### config.mk
export PLATFORM = sky130hd
export DESIGN_NAME = i2cr_slave
export DESIGN_NICKNAME = d
export VERILOG_FILES = /design/src/rtl/i2cr_pkg.sv /design/src/rtl/i2cr_filter.sv /design/src/rtl/i2cr_busevt.sv /design/src/rtl/i2cr_engine.sv /design/src/rtl/i2cr_slave.sv
export SDC_FILE = /design/constraint.sdc
export NUM_CORES = 1
export LEC_CHECK = 0
export BUFFER_PORTS_ARGS = -buffer_cell sky130_fd_sc_hd__buf_2
export CORE_ASPECT_RATIO = 1.5
export CORE_MARGIN = 2
export CORE_UTILIZATION = 30
export DETAILED_ROUTE_END_ITERATION = 6
export PLACE_DENSITY = 0.54
export SLEW_MARGIN = 20
export SYNTH_ARGS = -nofsm -noshare
export SYNTH_HDL_FRONTEND = slang
export SYNTH_SLANG_ARGS = --single-unit
### constraint.sdc
create_clock -name clk -period 2.75 [get_ports clk]
set_input_delay 0.55 -clock clk [delete_from_list [all_inputs] [get_ports clk]]
set_output_delay 0.55 -clock clk [all_outputs]
set_load 0.01 [all_outputs]
### src/rtl/i2cr_pkg.sv
// Package: shared types and constants of the register access slave.
// Assumes one byte-wide register address and byte-wide data.
package i2cr_pkg;
    localparam int BYTE_W = 8;
    localparam logic [4:0] DEV_PREFIX = 5'b01010;

    typedef enum logic [2:0] {
        ST_IDLE,
        ST_RX,
        ST_ACK,
        ST_TX,
        ST_MACK,
        ST_IGNORE
    } eng_state_t;

    typedef enum logic [2:0] {
        K_ID,
        K_ADDR,
        K_DATA,
        K_RD,
        K_DONE
    } byte_kind_t;
endpackage

### src/rtl/i2cr_filter.sv
// Module: line conditioner for one bus wire.
// Synchronises the raw level with two flops, then changes its output only
// after the synchronised level has differed for FILT_LEN consecutive clocks.
// Assumes the idle bus level is high.
module i2cr_filter #(
    parameter int FILT_LEN = 7
) (
    input  logic clk,
    input  logic rst_n,
    input  logic line_i,
    output logic line_o
);
    localparam int CW = $clog2(FILT_LEN + 1);

    logic          s1_q, s2_q;
    logic [CW-1:0] run_q;

    // Two-flop synchroniser into the system clock domain.
    always_ff @(posedge clk) begin
        if (!rst_n) begin
            s1_q <= 1'b1;
            s2_q <= 1'b1;
        end else begin
            s1_q <= line_i;
            s2_q <= s1_q;
        end
    end

    // Accept a new level only after it has persisted FILT_LEN cycles.
    always_ff @(posedge clk) begin
        if (!rst_n) begin
            run_q  <= '0;
            line_o <= 1'b1;
        end else if (s2_q == line_o) begin
            run_q <= '0;
        end else if (run_q == CW'(FILT_LEN - 1)) begin
            line_o <= s2_q;
            run_q  <= '0;
        end else begin
            run_q <= run_q + 1'b1;
        end
    end


    filt_persist_chk: assert property (@(posedge clk) disable iff (!rst_n)
        (line_o != $past(line_o)) |-> ($past(s2_q) == line_o && $past(s2_q, 2) == line_o));
endmodule

### src/rtl/i2cr_busevt.sv
// Module: bus condition detector.
// Turns the filtered SCL and SDA levels into one-cycle event pulses: SCL rise,
// SCL fall, START (SDA falls while SCL high) and STOP (SDA rises while SCL high).
// Assumes both inputs come through filters of equal latency.
module i2cr_busevt (
    input  logic clk,
    input  logic rst_n,
    input  logic scl_f,
    input  logic sda_f,
    output logic scl_rise,
    output logic scl_fall,
    output logic start_ev,
    output logic stop_ev
);
    logic scl_d, sda_d;

    // Remember the previous filtered levels for edge detection.
    always_ff @(posedge clk) begin
        if (!rst_n) begin
            scl_d <= 1'b1;
            sda_d <= 1'b1;
        end else begin
            scl_d <= scl_f;
            sda_d <= sda_f;
        end
    end

    // Decode edges; SDA edges count only while SCL stays high.
    always_comb begin
        scl_rise = scl_f & ~scl_d;
        scl_fall = ~scl_f & scl_d;
        start_ev = scl_f & scl_d & sda_d & ~sda_f;
        stop_ev  = scl_f & scl_d & ~sda_d & sda_f;
    end
endmodule

### src/rtl/i2cr_engine.sv
// Module: protocol engine of the register access slave.
// Receives the identification, address and data bytes, generates the
// acknowledge slots, shifts read data out MSB first and drives the register
// port. Assumes event inputs are one-cycle pulses from i2cr_busevt and that
// reg_rdata_i reflects reg_addr_o combinationally or at least one cycle early.
module i2cr_engine
    import i2cr_pkg::*;
#(
    parameter int PWRUP_CYCLES = 256
) (
    input  logic              clk,
    input  logic              rst_n,
    input  logic              scl_rise,
    input  logic              scl_fall,
    input  logic              start_ev,
    input  logic              stop_ev,
    input  logic              sda_bit,
    input  logic [1:0]        strap_i,
    input  logic [BYTE_W-1:0] reg_rdata_i,
    output logic              sda_oe,
    output logic [BYTE_W-1:0] reg_addr_o,
    output logic [BYTE_W-1:0] reg_wdata_o,
    output logic              reg_we_o,
    output logic              reg_re_o
);
    localparam int PW_W = $clog2(PWRUP_CYCLES + 1);
    localparam int BC_W = $clog2(BYTE_W + 1);

    eng_state_t        state_q;
    byte_kind_t        kind_q;
    logic [BC_W-1:0]   bit_q;
    logic [BYTE_W-1:0] shreg_q;
    logic [PW_W-1:0]   pw_q;
    logic              pwr_ok;
    logic              id_match;

    assign pwr_ok   = (pw_q == PW_W'(PWRUP_CYCLES));
    assign id_match = (shreg_q[7:3] == DEV_PREFIX) && (shreg_q[2:1] == strap_i);

    // Power-up window: count cycles after reset until STARTs are honoured.
    always_ff @(posedge clk) begin
        if (!rst_n)
            pw_q <= '0;
        else if (!pwr_ok)
            pw_q <= pw_q + 1'b1;
    end

    // Transfer state machine, shift register and register-port strobes.
    always_ff @(posedge clk) begin
        if (!rst_n) begin
            state_q     <= ST_IDLE;
            kind_q      <= K_ID;
            bit_q       <= '0;
            shreg_q     <= '0;
            sda_oe      <= 1'b0;
            reg_addr_o  <= '0;
            reg_wdata_o <= '0;
            reg_we_o    <= 1'b0;
            reg_re_o    <= 1'b0;
        end else begin
            reg_we_o <= 1'b0;
            reg_re_o <= 1'b0;
            if (start_ev && pwr_ok) begin
                state_q <= ST_RX;
                kind_q  <= K_ID;
                bit_q   <= '0;
                sda_oe  <= 1'b0;
            end else if (stop_ev) begin
                state_q <= ST_IDLE;
                sda_oe  <= 1'b0;
            end else begin
                case (state_q)
                    ST_RX: begin
                        if (scl_rise && bit_q != BC_W'(BYTE_W)) begin
                            shreg_q <= {shreg_q[BYTE_W-2:0], sda_bit};
                            bit_q   <= bit_q + 1'b1;
                        end else if (scl_fall && bit_q == BC_W'(BYTE_W)) begin
                            case (kind_q)
                                K_ID: begin
                                    if (id_match) begin
                                        sda_oe  <= 1'b1;
                                        state_q <= ST_ACK;
                                        kind_q  <= shreg_q[0] ? K_RD : K_ADDR;
                                    end else begin
                                        state_q <= ST_IGNORE;
                                    end
                                end
                                K_ADDR: begin
                                    reg_addr_o <= shreg_q;
                                    sda_oe     <= 1'b1;
                                    state_q    <= ST_ACK;
                                    kind_q     <= K_DATA;
                                end
                                K_DATA: begin
                                    reg_wdata_o <= shreg_q;
                                    reg_we_o    <= 1'b1;
                                    sda_oe      <= 1'b1;
                                    state_q     <= ST_ACK;
                                    kind_q      <= K_DONE;
                                end
                                default: state_q <= ST_IGNORE;
                            endcase
                        end
                    end
                    ST_ACK: begin
                        if (scl_fall) begin
                            bit_q <= '0;
                            if (kind_q == K_RD) begin
                                shreg_q  <= reg_rdata_i;
                                sda_oe   <= ~reg_rdata_i[BYTE_W-1];
                                reg_re_o <= 1'b1;
                                bit_q    <= BC_W'(1);
                                state_q  <= ST_TX;
                            end else if (kind_q == K_DONE) begin
                                sda_oe  <= 1'b0;
                                state_q <= ST_IGNORE;
                            end else begin
                                sda_oe  <= 1'b0;
                                state_q <= ST_RX;
                            end
                        end
                    end
                    ST_TX: begin
                        if (scl_fall) begin
                            if (bit_q == BC_W'(BYTE_W)) begin
                                sda_oe  <= 1'b0;
                                state_q <= ST_MACK;
                            end else begin
                                sda_oe  <= ~shreg_q[BYTE_W-2];
                                shreg_q <= {shreg_q[BYTE_W-2:0], 1'b0};
                                bit_q   <= bit_q + 1'b1;
                            end
                        end
                    end
                    ST_MACK: begin
                        if (scl_rise) begin
                            if (sda_bit)
                                state_q <= ST_IDLE;
                            else begin
                                kind_q  <= K_RD;
                                state_q <= ST_ACK;
                            end
                        end
                    end
                    default: ;
                endcase
            end
        end
    end


    we_pulse_chk: assert property (@(posedge clk) disable iff (!rst_n)
        reg_we_o |=> !reg_we_o);

    mack_release_chk: assert property (@(posedge clk) disable iff (!rst_n)
        (state_q == ST_MACK) |-> !sda_oe);

    ignore_quiet_chk: assert property (@(posedge clk) disable iff (!rst_n)
        (state_q == ST_IGNORE) |-> (!sda_oe && !reg_we_o));

    pwrup_idle_chk: assert property (@(posedge clk) disable iff (!rst_n)
        !pwr_ok |-> (state_q == ST_IDLE && !sda_oe));

    strobe_excl_chk: assert property (@(posedge clk) disable iff (!rst_n)
        !(reg_we_o && reg_re_o));
endmodule

### src/rtl/i2cr_slave.sv
// Module: top of the register access slave.
// Conditions both bus lines, detects bus conditions and runs the protocol
// engine. Assumes clk is CLK_HZ; the glitch filter covers at least FILT_NS.
module i2cr_slave
    import i2cr_pkg::*;
#(
    parameter int CLK_HZ       = 125_000_000,
    parameter int FILT_NS      = 50,
    parameter int PWRUP_CYCLES = 256
) (
    input  logic              clk,
    input  logic              rst_n,
    input  logic              scl_i,
    input  logic              sda_i,
    input  logic [1:0]        strap_i,
    output logic              sda_drive_o,
    output logic [BYTE_W-1:0] reg_addr_o,
    output logic [BYTE_W-1:0] reg_wdata_o,
    output logic              reg_we_o,
    input  logic [BYTE_W-1:0] reg_rdata_i,
    output logic              reg_re_o
);
    localparam int FILT_RAW = ((CLK_HZ / 1_000_000) * FILT_NS + 999) / 1000;
    localparam int FILT_LEN = (FILT_RAW < 2) ? 2 : FILT_RAW;

    logic [1:0] raw_lines, clean_lines;
    logic       scl_rise, scl_fall, start_ev, stop_ev;

    assign raw_lines = {sda_i, scl_i};

    for (genvar g = 0; g < 2; g++) begin : g_line
        i2cr_filter #(.FILT_LEN(FILT_LEN)) u_filt (
            .clk    (clk),
            .rst_n  (rst_n),
            .line_i (raw_lines[g]),
            .line_o (clean_lines[g])
        );
    end

    i2cr_busevt u_evt (
        .clk      (clk),
        .rst_n    (rst_n),
        .scl_f    (clean_lines[0]),
        .sda_f    (clean_lines[1]),
        .scl_rise (scl_rise),
        .scl_fall (scl_fall),
        .start_ev (start_ev),
        .stop_ev  (stop_ev)
    );

    i2cr_engine #(.PWRUP_CYCLES(PWRUP_CYCLES)) u_eng (
        .clk         (clk),
        .rst_n       (rst_n),
        .scl_rise    (scl_rise),
        .scl_fall    (scl_fall),
        .start_ev    (start_ev),
        .stop_ev     (stop_ev),
        .sda_bit     (clean_lines[1]),
        .strap_i     (strap_i),
        .reg_rdata_i (reg_rdata_i),
        .sda_oe      (sda_drive_o),
        .reg_addr_o  (reg_addr_o),
        .reg_wdata_o (reg_wdata_o),
        .reg_we_o    (reg_we_o),
        .reg_re_o    (reg_re_o)
    );
endmodule

==> flow_summary.toml <==
[critical_path]
r2r_start = "g_line[0].u_filt.line_o"
crit_start = "g_line[0].u_filt.line_o"
cp_slowest_cell = "nand3_1"
path_common_cell = "nor2_1"
crit_arrival_ns = 2.30
start_kind = "flop"
max_stage_delay_ns = 0.56
crit_type = "reg2reg"
ff2ff_setup_slack_ns = 0.67
crit_path_max_fanout = 10
timing.rr.end = "u_eng.reg_wdata_o[7]"
cp.required_ns = 2.97
crit_path_end_kind = "flop"
r2r_cells = 5
crit_chain = "nand2b_1, nor2_1, nand3_1, mux2i_1, nor2_1"
critPathTopFamily = "simple AND/OR/NAND/NOR gates"
worst-path-buf-inv = 0

[finish]
fin_cells = 468
antenna_cells = 0
syn_to_final_growth_pct = 20.3
design_area_um2 = 3450
drive_gt1_frac = 0.185
nFillCells = 941
fin_util = 0.372
layout.nets = 373

[logic_synthesis]
synth-simple-area-share = 0.240
ys.flop_type = "dfxtp_1"
synth_area_leaders = "dfxtp_1 42%, mux2i_1 10%, nor2_1 6.3%, nand2_1 4.7%, ha_1 3.5%"
avgSynthCellArea_um2 = 8.98
syn_area_um2 = 2870
synth_adder_area_share = 0.0349
synth_top_family_by_area = "simple AND/OR/NAND/NOR gates"
yosys.area.top_type_share = 0.419
yosysTopAreaCell = "dfxtp_1"
async_flop_share = 0
synth_edf_count = 0
ys_seq_elements = 60
synth_xor_area_frac = 0.0428
synth.distinct_cells = 52
syn-num-nets = 341
synth_compound_area_frac = 0.0991
synth_cells = 319
synthMuxAreaShare = 0.129
synth-warning-count = 0
ys_seq_area_frac = 0.419

[detailed_routing]
drtPass1Iterations = 4
vias = 2290
ant_nets = 0
vias_per_cell = 4.89
route.detailed.drc = 0
wl_per_cell_um = 13.8
wl_mm = 6.46
drt-initial-drc-count = 185

[power]
irDropWorstVdd_uv = 317
leakage_nw = 1.50
power_density_nw_per_um2 = 627

[cts]
numClockSinks = 60
clk_pin_slew_worst_paths_ns = 0.05
post_cts_buffers = 0
root_buffer = "clkbuf_16"
hold_buffers = 0
cts_resized = 0
h-tree-depth = 3
numCtsBuffers = 9
clock_latency_ns = 0.33
cts_tree = "yes"
clk_path_buf_depth = 2

[grt]
grt_first_pass_wirelength_mm = 10.8
grt_max_degree = 32
grt_pass1_vias = 2177
track_usage = 0.134
gr-total-overflow = 0
antenna_found_initial = 0

[timing]
tightestPinTransition_ns = 0.638
setup_viol = 0
slew_headroom = 0.564
min_period_ns = 2.08
setup_tns_ns = 0
fmax_ghz = 0.480
skew_ns = 0.00643
finalCritPeriodShare = 0.757
rsz0062_at_grt = "no"
drv_slew = 0
hold_viol = 0

[die]
fp.coreArea_um2 = 9250
start_util = 0.310
fp-row-count = 43
dieArea_um2 = 10400
die_x_um = 83.8
ios = 33
dieHeight_um = 124

[placed_design]
dp_hpwl_mm = 4.61
placed_area_um2 = 3120
gp_congestion = 0.829
port_buffers = 32
dpl.cell_count = 452

[run_status]
run_status = "completed"

[hold_path]
hold_path.class = "in2reg"
worstHoldStart = "sda_i"
min_to = "g_line[1].u_filt.s1_q"
hold_path_depth = 2

[run]
maxCapViolations = 0
[synth_stat cells, drive strengths merged (2+ instances only)]
master / count
nand3: 13
nand2b: 11
nor2b: 2
xor2: 6
o31ai: 3
and3: 2
inv: 8
a21oi: 11
and4b: 2
nand4b: 2
nor2: 49
nand3b: 3
clkbuf: 7
a31oi: 3
nor3b: 2
nand2: 36
a211oi: 2
ha: 8
dfxtp: 60
o211ai: 3
mux2i: 29
nor4b: 2
buf: 7
mux2: 7
o21ai: 9
and2: 2
or3: 3
nor3: 3
xnor2: 8
[registers in the layout (all words and copies together), names as in the netlist]
signal and flops:
u_eng.bit_q 4, u_eng.pw_q 9, g_line.u_filt.s1_q 2, u_eng.sda_oe 1, u_evt.scl_d 1, u_eng.reg_addr_o 8
u_eng.state_q 3, u_eng.reg_re_o 1, u_evt.sda_d 1, g_line.u_filt.run_q 6, g_line.u_filt.line_o 2, u_eng.shreg_q 8
u_eng.reg_wdata_o 8, g_line.u_filt.s2_q 2, u_eng.kind_q 3, u_eng.reg_we_o 1
[layout make-up]
cell class              instances  area, µm²  share of cell area
clock buffers                  10        239              0.0693
clock inverters                 6       87.6              0.0254
inverters                       9       33.8             0.00980
multi-input cells             236       1560               0.453
flip-flops and latches         60       1200               0.348
well taps                     112        140              0.0407
repair buffers                 35        183              0.0530
[power by group]
part	internal, mW	switching [mW]
Combinational	0.0206	0.0304
Clock	0.815	0.413
Sequential	0.877	0.00610
Total	1.71	0.449
[cell usage in the layout (no fill, tap or decap), types with 2 or more instances in the layout]
cell type	synthesis	final
nand2_1	36	36
nand3_1	13	13
a31oi_1	3	3
mux2i_1	29	29
o21ai_0	8	8
and3_1	2	2
bufinv_16	0	2
nor2b_1	2	2
and2_1	2	2
nand3b_1	3	3
and4b_1	2	2
clkinvlp_4	0	3
o31ai_1	3	3
nor3_1	3	3
clkbuf_16	0	9
nand2b_1	11	11
or3_1	2	2
nor4b_1	2	2
xnor2_1	8	8
nor2_1	48	48
dfxtp_1	60	60
ha_1	8	8
xor2_1	6	6
buf_2	5	32
nand4b_1	2	2
buf_4	2	3
inv_1	8	8
a21oi_1	11	11
o211ai_1	3	3
mux2_2	7	7
[worst max-delay path by stage]
stage	end	slack, ns	cells past startpoint
global placement	u_eng.reg_wdata_o[3]	0.71	7
detailed placement	u_eng.reg_wdata_o[0]	0.69	5
finish	u_eng.reg_wdata_o[7]	0.67	5
floorplan	u_eng.bit_q[0]	1.03	7
CTS	u_eng.reg_wdata_o[0]	0.67	7
global route	u_eng.reg_wdata_o[0]	0.52	7
[per-layer routing]
layer	share of wire	vias up	global-route usage
met5	0	-	0
met4	0.040	0	0.102
met3	0.030	16	0.0258
met2	0.48	51	0.216
met1	0.45	1058	0.158
li1	-	1165	-
[logic make-up (layout without fill, tap and decap cells)]
family                     count (synthesis)  after routing
and+or+nand+nor                          137            137
DFF                                       60             60
AOI/OAI and AO/OA                         41             41
muxes                                     36             36
buffers and inverters                     23             60
xor gates and xnor gates                  14             14
adders and majority gates                  8              8
[stage by stage]
stage	power, mW	setup slack [ns]	hold WS [ns]
global placement	0.953	0.711	0.393
global route	2.23	0.519	0.409
finish	2.16	0.668	0.398
CTS	2.19	0.674	0.388
detailed placement	0.955	0.686	0.392
floorplan	0.931	1.03	0.386
[worst register-to-register path: stages (launching register included)]
cell      delay [ns]
dfxtp_1         0.39
nand2b_1        0.29
nor2_1          0.34
nand3_1         0.56
mux2i_1         0.33
nor2_1          0.07
(Power assumes the default switching activity.)
